--- src/rtl/serial_adc_host.sv ---
module serial_adc_host #(
  parameter int ADDR_W   = 4,
  parameter int DATA_W   = 10,
  parameter int HALF_DIV = 4,
  parameter int CS_SETUP = 8,
  parameter int CONV_GAP = 96
) (
  input  logic              clk,
  input  logic              rst_n,
  input  logic              req_valid,
  output logic              req_ready,
  input  logic [ADDR_W-1:0] req_chan,
  output logic              cs_n,
  output logic              io_clk,
  output logic              addr_out,
  input  logic              sdata_in,
  output logic              res_valid,
  output logic [DATA_W-1:0] res_data,
  output logic [ADDR_W-1:0] res_chan,
  output logic              res_tagged
);

  localparam int GAP_CYC = CONV_GAP - HALF_DIV;
  localparam int CMAX0   = (CS_SETUP > GAP_CYC) ? CS_SETUP : GAP_CYC;
  localparam int CMAX    = (CMAX0 > HALF_DIV) ? CMAX0 : HALF_DIV;
  localparam int CW      = $clog2(CMAX + 1);
  localparam int BW      = $clog2(DATA_W);

  typedef enum logic [2:0] {S_IDLE, S_SETUP, S_HI, S_LO, S_TAIL, S_GAP} st_t;

  st_t               st, st_n;
  logic [CW-1:0]     cnt, cnt_n;
  logic [BW-1:0]     bitn;
  logic [ADDR_W-1:0] cur_chan, prev_chan, addr_sh;
  logic              prev_ok;
  logic [DATA_W-1:0] shreg;

  wire cnt_done = (cnt == '0);
  wire hs       = req_valid && req_ready;
  wire last     = (bitn == BW'(DATA_W - 1));
  wire fall_now = (st == S_HI) && cnt_done;

  assign req_ready = (st == S_IDLE);
  assign addr_out  = addr_sh[ADDR_W-1];

  always_comb begin
    st_n  = st;
    cnt_n = cnt_done ? cnt : cnt - 1'b1;
    case (st)
      S_IDLE:  if (hs) begin
                 st_n  = S_SETUP;
                 cnt_n = CW'(CS_SETUP - 1);
               end
      S_SETUP: if (cnt_done) begin
                 st_n  = S_HI;
                 cnt_n = CW'(HALF_DIV - 1);
               end
      S_HI:    if (cnt_done) begin
                 st_n  = last ? S_TAIL : S_LO;
                 cnt_n = CW'(HALF_DIV - 1);
               end
      S_LO:    if (cnt_done) begin
                 st_n  = S_HI;
                 cnt_n = CW'(HALF_DIV - 1);
               end
      S_TAIL:  if (cnt_done) begin
                 st_n  = S_GAP;
                 cnt_n = CW'(GAP_CYC - 1);
               end
      S_GAP:   if (cnt_done) st_n = S_IDLE;
      default: st_n = S_IDLE;
    endcase
  end

  always_ff @(posedge clk or negedge rst_n) begin
    if (!rst_n) begin
      st     <= S_IDLE;
      cnt    <= '0;
      io_clk <= 1'b0;
      cs_n   <= 1'b1;
    end else begin
      st     <= st_n;
      cnt    <= cnt_n;
      io_clk <= (st_n == S_HI);
      cs_n   <= (st_n == S_IDLE) || (st_n == S_GAP);
    end
  end

  always_ff @(posedge clk or negedge rst_n) begin
    if (!rst_n) begin
      bitn     <= '0;
      cur_chan <= '0;
      addr_sh  <= '0;
      shreg    <= '0;
    end else if (hs) begin
      bitn     <= '0;
      cur_chan <= req_chan;
      addr_sh  <= req_chan;
    end else if (fall_now) begin
      bitn    <= bitn + 1'b1;
      addr_sh <= addr_sh << 1;
      shreg   <= {shreg[DATA_W-2:0], sdata_in};
    end
  end

  always_ff @(posedge clk or negedge rst_n) begin
    if (!rst_n) begin
      res_valid  <= 1'b0;
      res_data   <= '0;
      res_chan   <= '0;
      res_tagged <= 1'b0;
      prev_chan  <= '0;
      prev_ok    <= 1'b0;
    end else begin
      res_valid <= fall_now && last;
      if (fall_now && last) begin
        res_data   <= {shreg[DATA_W-2:0], sdata_in};
        res_chan   <= prev_chan;
        res_tagged <= prev_ok;
        prev_chan  <= cur_chan;
        prev_ok    <= 1'b1;
      end
    end
  end

  AST_IOCLK_IN_FRAME: assert property (@(posedge clk) disable iff (!rst_n) io_clk |-> !cs_n);
  AST_READY_IDLE:     assert property (@(posedge clk) disable iff (!rst_n) req_ready |-> (cs_n && !io_clk));
  AST_CHAN_HELD:      assert property (@(posedge clk) disable iff (!rst_n) (!cs_n && $past(!cs_n)) |-> $stable(cur_chan));
  AST_SETUP_NO_EDGE:  assert property (@(posedge clk) disable iff (!rst_n) $fell(cs_n) |-> !io_clk);
  AST_ADDR_AT_RISE:   assert property (@(posedge clk) disable iff (!rst_n) $rose(io_clk) |-> $stable(addr_out));
  AST_RES_PULSE:      assert property (@(posedge clk) disable iff (!rst_n) res_valid |=> !res_valid);
  AST_RES_IN_TAIL:    assert property (@(posedge clk) disable iff (!rst_n) res_valid |-> (!cs_n && !io_clk));
  AST_TAG_STICKY:     assert property (@(posedge clk) disable iff (!rst_n) (res_valid && $past(prev_ok)) |-> res_tagged);

endmodule

--- config.mk ---
export PLATFORM = sky130hd
export DESIGN_NAME = serial_adc_host
export DESIGN_NICKNAME = d
export VERILOG_FILES = /design/src/rtl/serial_adc_host.sv
export SDC_FILE = /design/constraint.sdc
export NUM_CORES = 1
export LEC_CHECK = 0
export BUFFER_PORTS_ARGS = -buffer_cell sky130_fd_sc_hd__buf_2
export CELL_PAD_IN_SITES_DETAIL_PLACEMENT = 1
export CELL_PAD_IN_SITES_GLOBAL_PLACEMENT = 1
export CORE_MARGIN = 5
export CORE_UTILIZATION = 46
export DETAILED_ROUTE_END_ITERATION = 8
export PLACE_DENSITY = 0.82
export SYNTH_ARGS = -nofsm -noshare
export SYNTH_HDL_FRONTEND = slang
export SYNTH_SLANG_ARGS = --single-unit
--- constraint.sdc ---
create_clock -name clk -period 2.8 [get_ports clk]
set_input_delay 0 -clock clk [delete_from_list [all_inputs] [get_ports clk]]
set_output_delay 0 -clock clk [all_outputs]
set_load 0.05 [all_outputs]
After elaboration in Yosys (flattened, before gate mapping)
Cells that the tools add are included.

word-level totals
  flip-flop bits (word level) = 54
  input bits = 8
  output and inout port bits = 20
  logic and storage cells = 52

cells by class
  add/sub/neg operators = 2
  equal/unequal tests = 8
  mux-type cells = 16
  bitwise gates (word level) = 1
  reductions and logical operators = 11

operator list
  operator                                                            number
  7-bit 2-to-1 mux                                                    4
  7-bit case mux with 3 select lines                                  1
  3-bit 2-to-1 mux                                                    6
  4-bit 2-to-1 mux                                                    4
  3-bit case mux with 5 select lines                                  1
  3-bit by 2-bit == test with 1-bit output, second input constant     3
  3-bit == test, second input constant                                3
  7-bit zero test                                                     1
  7-bit by 1-bit subtractor with 7-bit output, second input constant  1
  3-bit zero test                                                     2
  4-bit by 1-bit adder with 4-bit output, second input constant       1
  4-bit == test, second input constant                                1
  3-bit by 1-bit == test with 1-bit output, second input constant     1
  1-bit logical AND                                                   3
  3-bit OR reduction                                                  1
  2-bit AND reduction                                                 1
  2-bit nonzero test                                                  1
  2-bit OR reduction                                                  1
  1-bit logical OR                                                    1
  1-bit inverter                                                      1

Logic depth before layout (Yosys ltp)
  word-level depth = 6
  gate-level depth with buffers = 8
  mapped depth without buffers = 8

Least setup slack after synthesis
OpenSTA, ideal clock, no wires.

  path type = flip-flop to flip-flop
  start point = register st[0]
  end point = register bitn[1]
  setup time = 134 ps
  arrival = 2401 ps
  data required time = 2666 ps
  path slack = 266 ps
  cell stages (with the launch flop) = 7
  buffers on the path = 2
  period minus slack after synthesis = 2534 ps
  cell sequence = dfrtp_1 clkbuf_1 nor3_1 nand2_1 clkbuf_1 nand3_1 o21ai_0

between the ends
  cells in the longest elaborated chain, start to end = 3
  elaborated cells on any way between the ends = 6
  classes of those cells = eq/ne: 1; mux: 1; reduce/logical: 4

RTL lines
  item                                                    line  source
  start: declaration                                      31    st_t st, st_n;
  start signal: assignment                                82    st <= st_n;
  3-bit zero test *                                       43    assign req_ready = (st == S_IDLE);
  net req_ready                                           11    output logic req_ready,
  1-bit logical AND *                                     39    wire hs = req_valid && req_ready;
  4-bit 2-to-1 mux or 2-bit nonzero test (tied branches)  --
  end signal: assignment                                  100   bitn <= bitn + 1'b1;
  end: declaration                                        33    logic [BW-1:0] bitn;

Mark *: on every way through the listed nets, which the timed path passes. The rest lies on a longest branch.
A chain may end at the register's enable or synchronous reset.

Final worst setup path
  start point = register cnt[0]
  end point = register res_chan[0]

between the ends
  cells in the longest elaborated chain, start to end = 3

RTL lines
  item                      line  source
  start: declaration        32    logic [CW-1:0] cnt, cnt_n;
  start signal: assignment  83    cnt <= cnt_n;
  7-bit zero test           38    wire cnt_done = (cnt == '0);
  1-bit logical AND         41    wire fall_now = (st == S_HI) && cnt_done;
  1-bit logical AND         116   if (fall_now && last) begin
  end signal: assignment    118   res_chan <= prev_chan;
  end: declaration          19    output logic [ADDR_W-1:0] res_chan,

No other way between the ends.

==> impl_metrics.py <==
metrics = {
    "routing": {
        "drt_iter0_markers": 61,
        "dr.pass1.iters": 4,
        "wirelength_mm": 4.92,
        "wire_per_inst_um": 15.3,
        "vias": 1683,
        "vias_per_cell": 5.23,
        "drc": 0,
        "drtAntennaViolNets": 0,
    },
    "outcome": {
        "status": "complete, no violations",
    },
    "floorplan": {
        "ios": 28,
        "die_h_um": 82.8,
        "start_util_pct": 47.4,
        "coreArea_um2": 5140,
        "num_rows": 26,
        "die_x_um": 82.8,
        "dieArea_um2": 6850,
    },
    "place": {
        "place_congestion": 0.785,
        "hpwl_mm": 3.50,
        "portBuffers": 27,
    },
    "synth": {
        "synthFlopType": "dfrtp_1",
        "synth_cell_type_count": 41,
        "synth_area_leader_cell": "dfrtp_1",
        "synth.cell_area_um2": 2430,
        "ys.warnings.count": 0,
        "synth_edf_count": 0,
        "synthCells": 216,
        "syn_avg_cell_area_um2": 11.3,
        "yosys-top-cells-area": "dfrtp_1 (54%), mux2_4 (11%), nand2_1 (7.9%), ha_1 (2.6%), a21oi_1 (1.8%)",
        "synthArstFlopShare_pct": 100,
        "synth.net_count": 229,
        "synth_top_area_share_pct": 54.5,
        "synth_seq_cells": 54,
        "seq_area_frac_synth_pct": 55.5,
    },
    "sta": {
        "report.final.slew_viol_count": 0,
        "finalSetupViolCount": 0,
        "fmax_ghz": 0.463,
        "fin_skew_ps": 8.80,
        "rsz0062_at_grt": "no",
        "tns_ps": 0,
        "worstMarginPinSlew_ps": 669,
        "slew_headroom_pct": 55.2,
        "timing.final.crit_share_pct": 77.2,
        "period_minus_slack_ps": 2160,
        "timing_hold_violations_final": 0,
    },
    "power": {
        "p_per_area_nw_per_um2": 740,
        "fin_total_pwr_uw": 2060,
        "ir_worst_vdd_v": 0.000415,
        "leakage_uw": 0.00149,
    },
    "clock_tree": {
        "tritoncts": "yes",
        "cts-root-buf": "clkbuf_8",
        "clock-sinks": 54,
        "clock_latency_ps": 300,
        "cts-buffers-inserted": 5,
        "path_clk_slew_ps": 100,
        "cts_buffer_depth": 2,
        "h-tree-depth": 2,
    },
    "hold_path": {
        "hp-class": "in -> async",
    },
    "finish": {
        "synthToLayoutAreaGrowth_pct": 14.5,
        "layout_common_cells": "dfrtp_1 (53), nand2_1 (51), buf_2 (27), mux2_4 (18), nor2_1 (10)",
        "drive_above_1_share_pct": 27.0,
        "final_nets": 265,
        "final_common_cell": "dfrtp_1",
        "diodes": 0,
    },
    "critical_path": {
        "startpoint_type": "register",
        "critPathCaptureType": "register",
        "path_class": "reg -> reg",
        "timing.rr.start": "cnt[0]",
        "worstSetupStartpoint": "cnt[0]",
        "cp.arrival_ps": 2350,
        "crit_path_max_fanout": 21,
        "required_ps": 2990,
    },
    "global_routing": {
        "grt_pass1_vias": 1801,
        "antenna_found_initial": 0,
        "grt_max_degree": 38,
        "grt_util_all_layers_pct": 16.4,
        "grt_pass1_wl_mm": 8.42,
        "overflow": 0,
    },
    "run": {
        "maxCapViolCount": 0,
    },
}
-- cell type report --
class                   instances  area, µm²
fillers                       593       2350
flip-flops and latches         54       1350
multi-input cells             147       1000
repair buffers                 38        235
well taps                      70       87.6
clock buffers                   5       68.8
inverters                       6       25.0
clock inverters                 2       13.8
-- logic make-up (layout without fill, tap and decap cells) --
logic type      count (synthesis)  count (layout)  synth area share (%)
compound gates                 23              23                  5.76
xor+xnor                        5               5                  1.80
fa+ha+maj                       5               5                  2.57
buf+inv                        15              51                  3.19
flops                          54              54                  55.5
mux                            21              21                  12.5
simple gates                   93              93                  18.7
-- worst max-delay path: stages (launching register included) --
cell,delay [ps]
dfrtp_1,410
inv_1,90
ha_1,190
nor2b_1,260
and3_1,250
nand2_2,400
mux2_4,440
-- state kept, by name, indices dropped and copies added, names as in the netlist, 3 cells and up --
signal,cells
shreg,9
bitn,4
cur_chan,4
res_chan,4
res_data,10
st,3
cnt,7
addr_sh,4
prev_chan,4
-- per-stage QoR --
stage | utilization [%] | hold WS (ps) | cells | area [µm²] | setup WS, ps
after floorplan | - | -296 | 216 | 2430 | 266
after global placement | 51.3 | -46.7 | 308 | 2640 | 711
after detailed placement | 51.3 | -41.3 | 308 | 2640 | 631
after CTS | 54.2 | 144 | 322 | 2790 | 621
after global routing | 54.2 | 183 | 322 | 2790 | 475
final | 54.2 | 146 | 322 | 2790 | 639
-- Yosys cell counts, types with 2 or more instances --
master and number:
or3_1 2, xor2_1 4, buf_2 3, clkbuf_1 4, a21oi_1 9, dfrtp_1 53
nand3_1 6, mux2_4 18, nor2b_1 2, nor2_1 10, nand2b_1 4, buf_6 2
ha_1 5, mux2_2 3, o21ai_0 6, nor3_1 5, inv_1 5, a31oi_1 2
nand2_1 51
-- report_power, final --
group | leakage [µW] | switching (µW) | internal (µW)
Sequential | 0.000708 | 135 | 929
Combinational | 0.000734 | 349 | 233
Clock | 0.0000444 | 244 | 173
Total | 0.00149 | 729 | 1330
-- worst paths after layout --
path | to | slack [ps] | cells past startpoint
max in group asynchronous | res_data[3] | 1830 | 3
worst max register to register | res_chan[0] | 640 | 6
min in group clk | shreg[0] | 440 | 4
worst min register to register | prev_ok | 480 | 1
worst min-delay path | res_chan[3] | 150 | 2
worst max-delay path | res_chan[0] | 640 | 6
-- layer usage --
metal	global-route usage (%)	up-vias	part of all wire, %
met5	0	-	0
met4	6.37	0	1.1
met2	28.4	29	50
met3	2.60	5	2.7
met1	20.3	850	46
li1	-	799	-
-- repair_timing --
action | CTS | global route
setup buffers | 0 | 0
hold buffers | 7 | 0
gates resized for setup | 0 | 0
hold endpoints to repair | 28 | 0
Note: power is estimated with default switching activity, not from simulation.
